--- src/rtl/bb_bus_pkg.sv ---
package bb_bus_pkg;
  localparam int unsigned SHR_LINES = 4;
  localparam int unsigned SHR_EN    = 0;
  localparam int unsigned SHR_COL   = 3;
  localparam logic [SHR_LINES-1:0] DEF_LOW_MASK =
      (SHR_LINES'(1) << SHR_EN) | (SHR_LINES'(1) << SHR_COL);
  typedef enum logic {POL_LOW = 1'b0, POL_HIGH = 1'b1} pol_e;
endpackage

--- src/rtl/bb_wor_lane.sv ---
module bb_wor_lane (
  input  logic clk_i,
  input  logic rst_ni,
  input  logic hi_i,
  input  logic act_i,
  input  logic sense_pad_i,
  output logic drv_o,
  output logic drv_oe_o,
  output logic sense_o
);
  logic sense_q;

  // open-drain: enable only when asserting, value pinned to asserted level
  assign drv_oe_o = act_i;
  assign drv_o    = hi_i;

  always_ff @(posedge clk_i or negedge rst_ni) begin
    if (!rst_ni) sense_q <= 1'b0;
    else         sense_q <= (sense_pad_i == hi_i);
  end

  assign sense_o = sense_q;
endmodule

--- src/rtl/bb_shr_lane.sv ---
module bb_shr_lane #(
  parameter bit LOW_DEF = 1'b0
) (
  input  logic clk_i,
  input  logic rst_ni,
  input  logic hi_i,
  input  logic drv_en_i,
  input  logic tx_i,
  input  logic pad_i,
  output logic pad_o,
  output logic oe_o,
  output logic rx_o
);
  logic flip;
  logic rx_q;

  assign flip  = LOW_DEF & ~hi_i;
  assign pad_o = tx_i ^ flip;
  assign oe_o  = drv_en_i;

  // sensing blocked while this device owns the line
  always_ff @(posedge clk_i or negedge rst_ni) begin
    if (!rst_ni)       rx_q <= 1'b0;
    else if (drv_en_i) rx_q <= 1'b0;
    else               rx_q <= pad_i ^ flip;
  end

  assign rx_o = rx_q;
endmodule

--- src/rtl/bb_bus_if.sv ---
module bb_bus_if #(
  parameter int unsigned NUM_WOR  = 2,
  parameter int unsigned NUM_SHR  = bb_bus_pkg::SHR_LINES,
  parameter logic [NUM_SHR-1:0] LOW_MASK = bb_bus_pkg::DEF_LOW_MASK
) (
  input  logic               clk_i,
  input  logic               rst_ni,
  input  logic               invert_i,
  input  logic               ack_in_i,
  output logic               ack_in_o,
  input  logic               ack_out_i,
  output logic               ack_out_o,
  input  logic [NUM_WOR-1:0] wor_act_i,
  output logic [NUM_WOR-1:0] wor_drv_o,
  output logic [NUM_WOR-1:0] wor_drv_oe_o,
  input  logic [NUM_WOR-1:0] wor_sense_i,
  output logic [NUM_WOR-1:0] wor_sense_o,
  input  logic               pkt_en_i,
  output logic               pkt_en_o,
  input  logic [NUM_SHR-1:0] shr_tx_i,
  output logic [NUM_SHR-1:0] shr_pad_o,
  output logic [NUM_SHR-1:0] shr_oe_o,
  input  logic [NUM_SHR-1:0] shr_pad_i,
  output logic [NUM_SHR-1:0] shr_rx_o
);
  import bb_bus_pkg::*;

  pol_e pol;
  logic hi;

  assign pol       = pol_e'(invert_i);
  assign hi        = (pol == POL_HIGH);
  assign ack_in_o  = ack_in_i;
  assign ack_out_o = ack_out_i;
  assign pkt_en_o  = pkt_en_i;

  for (genvar k = 0; k < NUM_WOR; k++) begin : g_wor
    bb_wor_lane u_lane (
      .clk_i       (clk_i),
      .rst_ni      (rst_ni),
      .hi_i        (hi),
      .act_i       (wor_act_i[k]),
      .sense_pad_i (wor_sense_i[k]),
      .drv_o       (wor_drv_o[k]),
      .drv_oe_o    (wor_drv_oe_o[k]),
      .sense_o     (wor_sense_o[k])
    );
  end

  for (genvar k = 0; k < NUM_SHR; k++) begin : g_shr
    bb_shr_lane #(.LOW_DEF(LOW_MASK[k])) u_lane (
      .clk_i    (clk_i),
      .rst_ni   (rst_ni),
      .hi_i     (hi),
      .drv_en_i (pkt_en_i),
      .tx_i     (shr_tx_i[k]),
      .pad_i    (shr_pad_i[k]),
      .pad_o    (shr_pad_o[k]),
      .oe_o     (shr_oe_o[k]),
      .rx_o     (shr_rx_o[k])
    );
  end
endmodule

--- config.mk ---
export PLATFORM = sky130hd
export DESIGN_NAME = bb_bus_if
export DESIGN_NICKNAME = d
export VERILOG_FILES = /design/src/rtl/bb_bus_pkg.sv /design/src/rtl/bb_wor_lane.sv /design/src/rtl/bb_shr_lane.sv /design/src/rtl/bb_bus_if.sv
export SDC_FILE = /design/constraint.sdc
export NUM_CORES = 1
export LEC_CHECK = 0
export BUFFER_PORTS_ARGS = -buffer_cell sky130_fd_sc_hd__buf_2
export CAP_MARGIN = 5
export CELL_PAD_IN_SITES_DETAIL_PLACEMENT = 1
export CELL_PAD_IN_SITES_GLOBAL_PLACEMENT = 1
export CORE_UTILIZATION = 22
export DETAILED_ROUTE_END_ITERATION = 7
export GPL_ROUTABILITY_DRIVEN = 0
export HOLD_SLACK_MARGIN = 0.12
export PLACE_DENSITY = 0.82
export SLEW_MARGIN = 25
export SYNTH_ARGS = -nofsm -noshare
export SYNTH_HDL_FRONTEND = slang
export SYNTH_SLANG_ARGS = --single-unit
--- constraint.sdc ---
create_clock -name clk_i -period 0.95 [get_ports clk_i]
set_input_delay 0.285 -clock clk_i [delete_from_list [all_inputs] [get_ports clk_i]]
set_output_delay 0.285 -clock clk_i [all_outputs]
set_load 0.1 [all_outputs]
## Word level (Yosys, flattened, before mapping)

Cells that the tools add are included.
Widths: inputs -> output; s select.

- Memory bits (read-only): 0
- Output and inout bits: 21
- Register bits after elaboration: 6
- Input port bits: 18
- Memories kept: 0
- Latch bits: 0
- Word-level logic and storage cells: 17
- Memory bits (writable): 0

- $mul: 0
- Add/subtract/negate cells: 0
- Bitwise gates (word level): 5
- $lt $le $gt $ge: 0
- Equality and inequality tests: 2
- Divide/modulo/power cells: 0
- Reduce and logical (&&, ||, !) cells: 0
- Shift-type cells: 0
- Muxes and demuxes: 4

Operators with widths:

| operator | count |
|---|---|
| $mux 1 | 4 |
| $xor 1x1->1 | 4 |
| $eq 1x1->1 | 2 |
| $not 1->1 | 1 |

## Longest topological paths before layout

Gate-level depths: netlist of the first run.

- Depth in word-level cells: 3
- Gate-level depth with buffers: 3
- Depth with buffers taken out: 2

## Hierarchy

A second synthesis of the first run with hierarchy kept.

- Cells, all modules: 29
- Area total of the unflattened synthesis: 335.3 µm²

By module, submodules not included:

| module | sequential area each (µm²) | cells an instance | instances | area each (µm²) |
|---|---|---|---|---|
| bb_shr_lane (g_shr[0].u_lane ...) | 25.0 | 5 | 2 | 53.8 |
| bb_shr_lane (g_shr[1].u_lane ...) | 25.0 | 4 | 2 | 53.8 |
| bb_wor_lane | 25.0 | 4 | 2 | 48.8 |
| bb_bus_if | 0.0 | 3 | 1 | 22.5 |

## Worst setup path after synthesis of the first run

Ideal clock, no wire load.

- Path type: input port to output port
- Start point: input invert_i
- End point: output shr_pad_o[0]
- Path slack: -0.173 ns
- Cell stages on the path: 3
- Required time: 0.665 ns
- Arrival time: 0.838 ns
- Cell sequence: buf_6 xnor2_1 buf_4

- Longest elaborated chain between the ends: 2

RTL lines:

| element | RTL line | RTL |
|---|---|---|
| start, declared | bb_bus_if.sv:8 | `input logic invert_i,` |
| $not 1->1 | - |  |
| $xor 1x1->1 | bb_shr_lane.sv:18 | `assign pad_o = tx_i ^ flip;` |
| end, declared | bb_bus_if.sv:21 | `output logic [NUM_SHR-1:0] shr_pad_o,` |

Every way passes these cells.

## Worst setup path in the final report of the first run

- Start point: register g_shr[3].u_lane.rx_q
- End point: output shr_rx_o[3]

RTL lines:

| element | RTL line | RTL |
|---|---|---|
| start, declared | bb_shr_lane.sv:15 | `logic rx_q;` |
| start signal, assigned | bb_shr_lane.sv:25 | `else rx_q <= pad_i ^ flip;` |
| end, declared | bb_bus_if.sv:24 | `output logic [NUM_SHR-1:0] shr_rx_o` |

No word-level cell between the ends.

==> results.py, run 1 <==
metrics = {
    "worst_setup_path": {
        "max_stage_delay_ns": 0.40,
        "cp.required_ns": 0.66,
        "worst-setup-path-type": "register to primary output",
        "crit_fanout": 1,
        "slowest_stage": "dfrtp_1",
        "cp-end-kind": "primary output",
        "path_delay_family": "flip-flops",
        "crit_buf_inv": 1,
        "cp-start-kind": "register",
        "critPathArrivalTime_ns": 0.81,
        "cp_cell_sequence": "buf_12",
    },
    "worst_hold_path": {
        "hold_class": "primary input to register",
        "holdCritStartpoint": "wor_sense_i[1]",
        "worst_hold_path.endpoint": "g_wor[1].u_lane.sense_o",
        "hold_depth": 2,
    },
    "clock_network": {
        "h-tree-depth": 1,
        "clk_pin_slew_worst_paths_ns": 0.05,
        "cts_sinks": 6,
        "cts_root_buffer": "clkbuf_4",
        "cts.path.max_buffers": 2,
        "cts_tree": "yes",
        "cts_inserted_buffers": 3,
    },
    "routing": {
        "drt_iter0_markers": 5,
        "dr.pass1.iters": 5,
        "wl_per_cell_um": 11.9,
        "postRouteAntennaNets": 0,
        "routed_wl_um": 774,
        "drc_errors": 4,
        "num_vias": 238,
        "viasPerCell": 3.66,
    },
    "timing": {
        "slew_viol_final": 0,
        "hold_viol_final": 0,
        "clock.fmax_mhz": 915,
        "rsz0062_at_grt": "true",
        "period_share_pct": 115,
        "setup_viol": 10,
        "setup_slack_ns": -0.143,
        "relSlewSlack_pct": 89.2,
        "min_period_ns": 1.09,
        "tightest_slew_ns": 0.161,
    },
    "placed_design": {
        "dp_slack_ns": -0.175,
        "portBuffers": 26,
        "hpwl_um": 654,
        "dpl_cell_area_um2": 636,
    },
    "power_and_ir_drop": {
        "p_switching_mw": 0.507,
        "seqPwrFrac_pct": 24.9,
        "power.leakage_nw": 0.345,
        "clkPwrFrac_pct": 19.5,
        "power_density_nw_per_um2": 1590,
        "p_int_mw": 0.666,
        "ir_drop_mv": 0.489,
        "switching_share_pct": 43.2,
        "combPwrFrac_pct": 55.6,
    },
    "synth": {
        "syn_inst": 38,
        "synth.distinct_cells": 7,
        "synth_area_leaders": "buf_4, dfrtp_1, xnor2_1",
        "yosysWarnings": 0,
        "synth_top_area_share_pct": 40.3,
        "avgSynthCellArea_um2": 10.3,
        "ys_seq_elements": 6,
        "synth_area_leader_cell": "buf_4",
        "ys_seq_area_share_pct": 38.3,
        "syn_nets": 56,
        "synthesis.area_um2": 392,
    },
    "outcome": {
        "violations": "DRC, setup timing",
        "status": "finished, violations left",
    },
    "floorplanning": {
        "fp.dieW_um": 44.2,
        "io_pins": 39,
        "dieArea_um2": 1950,
        "initial_core_util_pct": 24.8,
        "die_y_um": 44.2,
        "core-area_um2": 1580,
        "rows": 14,
    },
    "grt": {
        "grt_max_degree": 7,
        "grt_pass1_wl_um": 1210,
        "antenna_found_initial": 0,
        "grt_pass1_vias": 257,
        "grt_usage_pct": 9.29,
        "overflow": 0,
    },
    "finish": {
        "final_area_um2": 739,
        "final_nets": 69,
        "fin_util_pct": 46.9,
        "antennaDiodeCount": 0,
        "nFillCells": 167,
        "area_growth_pct": 88.8,
        "drive_above_1_share_pct": 69.4,
    },
    "job": {
        "cap_violations": 0,
    },
}
==> cells by family after synthesis <==
| kind of cell | after synthesis | synth area share, % |
|---|---|---|
| xor+xnor | 6 | 13.4 |
| simple gates | 4 | 5.11 |
| flops | 6 | 38.3 |
| buf+inv | 22 | 43.1 |
==> final cells by class <==
class                           count  area, um2  share of cell area [%]
Timing Repair Buffer               30        437                    59.1
Sequential cell                     6        150                    20.3
Multi-Input combinational cell     10        110                    14.9
Clock buffer                        3       22.5                    3.05
Tap cell                           16       20.0                    2.71
==> synth_stat cells (all sizes together) <==
master and number:
buf 22, dfrtp 6, xnor2 4, nor2 2
nor2b 2, xor2 2
==> registers in the layout (all words and copies together) (netlist names) <==
signal,cells
g_shr.u_lane.rx_o,4
g_wor.u_lane.sense_o,2
==> layout by cell type, fill, tap and decap left out, types with 2 or more instances in the layout <==
master    count
buf_12       16
buf_2         7
buf_4         2
buf_8         3
clkbuf_4      3
dfrtp_1       6
nor2_1        2
nor2b_1       2
xnor2_1       2
xnor2_4       2
xor2_1        2
==> stage by stage <==
| step | power [mW] | cells | TNS, ns | hold slack (ns) |
|---|---|---|---|---|
| after global placement | 0.902 | 61 | -0.867 | 0.104 |
| after detailed placement | 0.911 | 61 | -1.01 | 0.118 |
| after CTS | 1.19 | 65 | -1.19 | 0.208 |
| after floorplan | 0.851 | 38 | -0.193 | -0.0106 |
| after global routing | 1.23 | 65 | -1.29 | 0.207 |
| final | 1.17 | 65 | -1.05 | 0.214 |
==> power groups by stage <==
stage                     sequential, mW  combinational (mW)  clock [mW]
after floorplan                    0.283               0.568           0
after global placement             0.296               0.606           0
after detailed placement           0.297               0.613           0
after CTS                          0.293               0.647       0.245
after global routing               0.294               0.668       0.267
final                              0.293               0.652       0.228
==> per-layer routing <==
layer,track usage [%],share of wire (%),vias up
met5,0,0,-
met4,10.9,0,0
met3,0,6.5,0
met2,13.5,58,14
met1,11.5,36,110
li1,-,-,114
==> how the worst max path moves through the flow <==
stage | slack [ns] | cells after the start | end | startpoint
2_1_floorplan | -0.1 | 3 | shr_pad_o[0] | invert_i
3_3_place_gp | -0.14 | 3 | shr_pad_o[3] | invert_i
3_5_place_dp | -0.18 | 3 | shr_pad_o[0] | invert_i
4_1_cts | -0.16 | 1 | shr_rx_o[3] | g_shr[3].u_lane.rx_o
5_1_grt | -0.18 | 1 | shr_rx_o[3] | g_shr[3].u_lane.rx_o
6_report | -0.14 | 1 | shr_rx_o[3] | g_shr[3].u_lane.rx_o
==> what timing repair did <==
item	4_1_cts	5_1_grt
cloned	0	0
pin swaps	2	2
hold endpoints to repair	6	0
hold buffers	1	0
setup buffers	0	0
gates resized for setup	10	6
endpoints found under the setup margin	15	10
Power figures use the tool's default switching activity.
==> run 2: changes to the inputs <==
- ABC_AREA: not set -> 1
- CORE_UTILIZATION: 22 -> 24
- PLACE_DENSITY: 0.82 -> 0.88
- clock period: 0.95 -> 1.3 ns (I/O delays scaled with it)
==> run 2 against run 1 <==
The run now ends clean. Die area decreased by 4.6%. Synthesized cell count increased by 21%. Via count increased by 18%. Global-route usage up 1.5 points. Total power decreased by 29%. First-iteration DRC count is 40% lower. Synthesized area up 3.8%. Critical path type is now primary input to primary output. Critical endpoint is now shr_pad_o[3]. Highest routed layer is now met4.
==> results.py, run 2 <==
metrics = {
    "power_and_ir_drop": {
        "combPwrFrac_pct": 55.4,
        "p_switching_mw": 0.358,
        "ir_drop_mv": 0.344,
        "switching_share_pct": 43.2,
        "seqPwrFrac_pct": 25.5,
        "power_density_nw_per_um2": 1160,
        "p_int_mw": 0.472,
        "power.leakage_nw": 0.357,
        "finalPower_mw": 0.831,
        "clkPwrFrac_pct": 19.0,
    },
    "floorplanning": {
        "core-area_um2": 1540,
        "io_pins": 39,
        "die_y_um": 43.2,
        "fp.dieW_um": 43.2,
        "rows": 14,
        "initial_core_util_pct": 26.4,
        "dieArea_um2": 1860,
    },
    "outcome": {
        "status": "finished, final reports clean",
    },
    "grt": {
        "grt_pass1_vias": 314,
        "grt_max_degree": 9,
        "overflow": 0,
        "antenna_found_initial": 0,
        "top_usage_layer": "met2",
        "grt_pass1_wl_um": 1410,
        "use_met1_pct": 10.5,
        "grt_usage_pct": 10.8,
        "gr-usage-met2_pct": 19.1,
        "met3_usage_pct": 2.13,
    },
    "placed_design": {
        "hpwl_um": 687,
        "dp_slack_ns": -0.0974,
        "portBuffers": 26,
        "dpl_cell_area_um2": 628,
        "place_inst": 68,
    },
    "timing": {
        "period_share_pct": 99.3,
        "slew_viol_final": 0,
        "relSlewSlack_pct": 87.2,
        "tightest_slew_ns": 0.192,
        "min_period_ns": 1.29,
        "hold_viol_final": 0,
        "rsz0062_at_grt": "true",
        "setup_viol": 0,
        "setup_slack_ns": 0.00878,
        "clock.fmax_mhz": 774,
    },
    "synth": {
        "ys.flop_type": "dfrtp_1",
        "synth_area_leader_cell": "buf_4",
        "synth_top_area_share_pct": 38.8,
        "syn_inst": 46,
        "yosys-top-cells-count": "buf_4, dfrtp_1, nor2_1",
        "ys_seq_area_share_pct": 36.9,
        "synth-edff-count": 0,
        "yosysWarnings": 0,
        "synthesis.area_um2": 407,
        "async_flop_share_pct": 100,
        "avgSynthCellArea_um2": 8.84,
        "synth_area_leaders": "buf_4, dfrtp_1, xnor2_1",
        "synth.distinct_cells": 8,
        "yosysMostFrequentCell": "buf_4",
        "syn_nets": 64,
        "ys_seq_elements": 6,
    },
    "clock_network": {
        "cts_tree": "yes",
        "cts_setup_buffers": 0,
        "cts_inserted_buffers": 3,
        "cts_root_buffer": "clkbuf_4",
        "cts.path.max_buffers": 2,
        "cts_sinks": 6,
        "clk_pin_slew_worst_paths_ns": 0.04,
        "h-tree-depth": 1,
    },
    "worst_setup_path": {
        "cp-start-kind": "primary input",
        "crit_fanout": 4,
        "slowest_stage": "buf_12",
        "critPathMostFrequentCell": "buf_12",
        "cp.required_ns": 0.91,
        "path_delay_family": "buffers and inverters",
        "worst-setup-path-type": "primary input to primary output",
        "max_stage_delay_ns": 0.20,
        "cp_cell_sequence": "buf_12, xnor2_4, buf_12",
        "crit_buf_inv": 2,
        "critPathArrivalTime_ns": 0.90,
        "cp-end-kind": "primary output",
    },
    "finish": {
        "nFillCells": 159,
        "drive_above_1_share_pct": 60.7,
        "area_growth_pct": 76.6,
        "final_nets": 76,
        "final_cells": 72,
        "largest_reg_flops": 4,
        "layout_common_cells": "buf_12, buf_2, nor2_1, dfrtp_1",
        "antennaDiodeCount": 0,
        "fin_util_pct": 46.6,
        "final_area_um2": 718,
        "final_common_cell": "buf_12",
    },
    "routing": {
        "drc_errors": 0,
        "drt_iter0_markers": 3,
        "num_vias": 280,
        "routed_wl_um": 828,
        "viasPerCell": 3.89,
        "postRouteAntennaNets": 0,
        "wl_per_cell_um": 11.5,
        "dr.pass1.iters": 3,
    },
    "job": {
        "cap_violations": 0,
    },
    "worst_hold_path": {
        "hold_class": "primary input to register",
    },
}
==> run 2: cell count changes after synthesis <==
cell     change
nor2b_1      -2
nor2_1       +4
xor2_1       -2
nand2_1      +4
inv_1        +3
inv_2        +1
==> run 2: final timing paths <==
path	from	to	slack, ns	depth (start not counted)
worst max-delay path	invert_i	shr_pad_o[3]	0.009	3
worst min-delay path	wor_sense_i[1]	g_wor[1].u_lane.sense_o	0.34	2
max in group asynchronous	rst_ni	g_wor[1].u_lane.sense_o	0.64	2
min in group asynchronous	rst_ni	g_shr[2].u_lane.rx_o	0.52	2
==> run 2: logic make-up (layout without fill, tap and decap cells) <==
kind of cell / Yosys count / after routing / synth area share (%)
xor gates and xnor gates: 4 / 4 / 8.61
DFF: 6 / 6 / 36.9
and+or+nand+nor: 10 / 10 / 9.23
buffers and inverters: 26 / 36 / 45.2
==> run 2: timing repair <==
item / in CTS / in global routing
hold buffers: 1 / 0
pin swaps: 2 / 1
setup endpoints to repair: 2 / 6
hold endpoints to repair: 6 / 0
resized for setup: 4 / 6
==> run 2: metal layers <==
layer,wire length (um),vias up
met5,0,-
met4,11,0
met3,53,2
met2,512,13
met1,251,132
li1,-,133
==> run 2: area by class of cell <==
type                       instances  area (um2)  area share, %
timing repair buffer              29         400           55.7
clock buffer                       3        22.5           3.14
inverter                           4        15.0           2.09
sequential                         6         150           20.9
tap                               16        20.0           2.79
multi-input combinational         14         110           15.3
==> run 2: power groups by stage <==
stage | Combinational, mW | Sequential, mW | Clock (mW)
after detailed placement | 0.435 | 0.215 | 0
after global placement | 0.428 | 0.215 | 0
after floorplan | 0.404 | 0.206 | 0
final | 0.461 | 0.212 | 0.158
after global routing | 0.474 | 0.214 | 0.175
after CTS | 0.450 | 0.212 | 0.164
==> run 2: stage by stage <==
| stage | TNS (ns) | hold WS, ns |
|---|---|---|
| 6_report | 0 | 0.336 |
| 5_1_grt | -0.00959 | 0.352 |
| 4_1_cts | 0 | 0.330 |
| 3_5_place_dp | -0.183 | 0.215 |
| 3_3_place_gp | -0.137 | 0.210 |
| 2_1_floorplan | -0.0166 | 0.0944 |
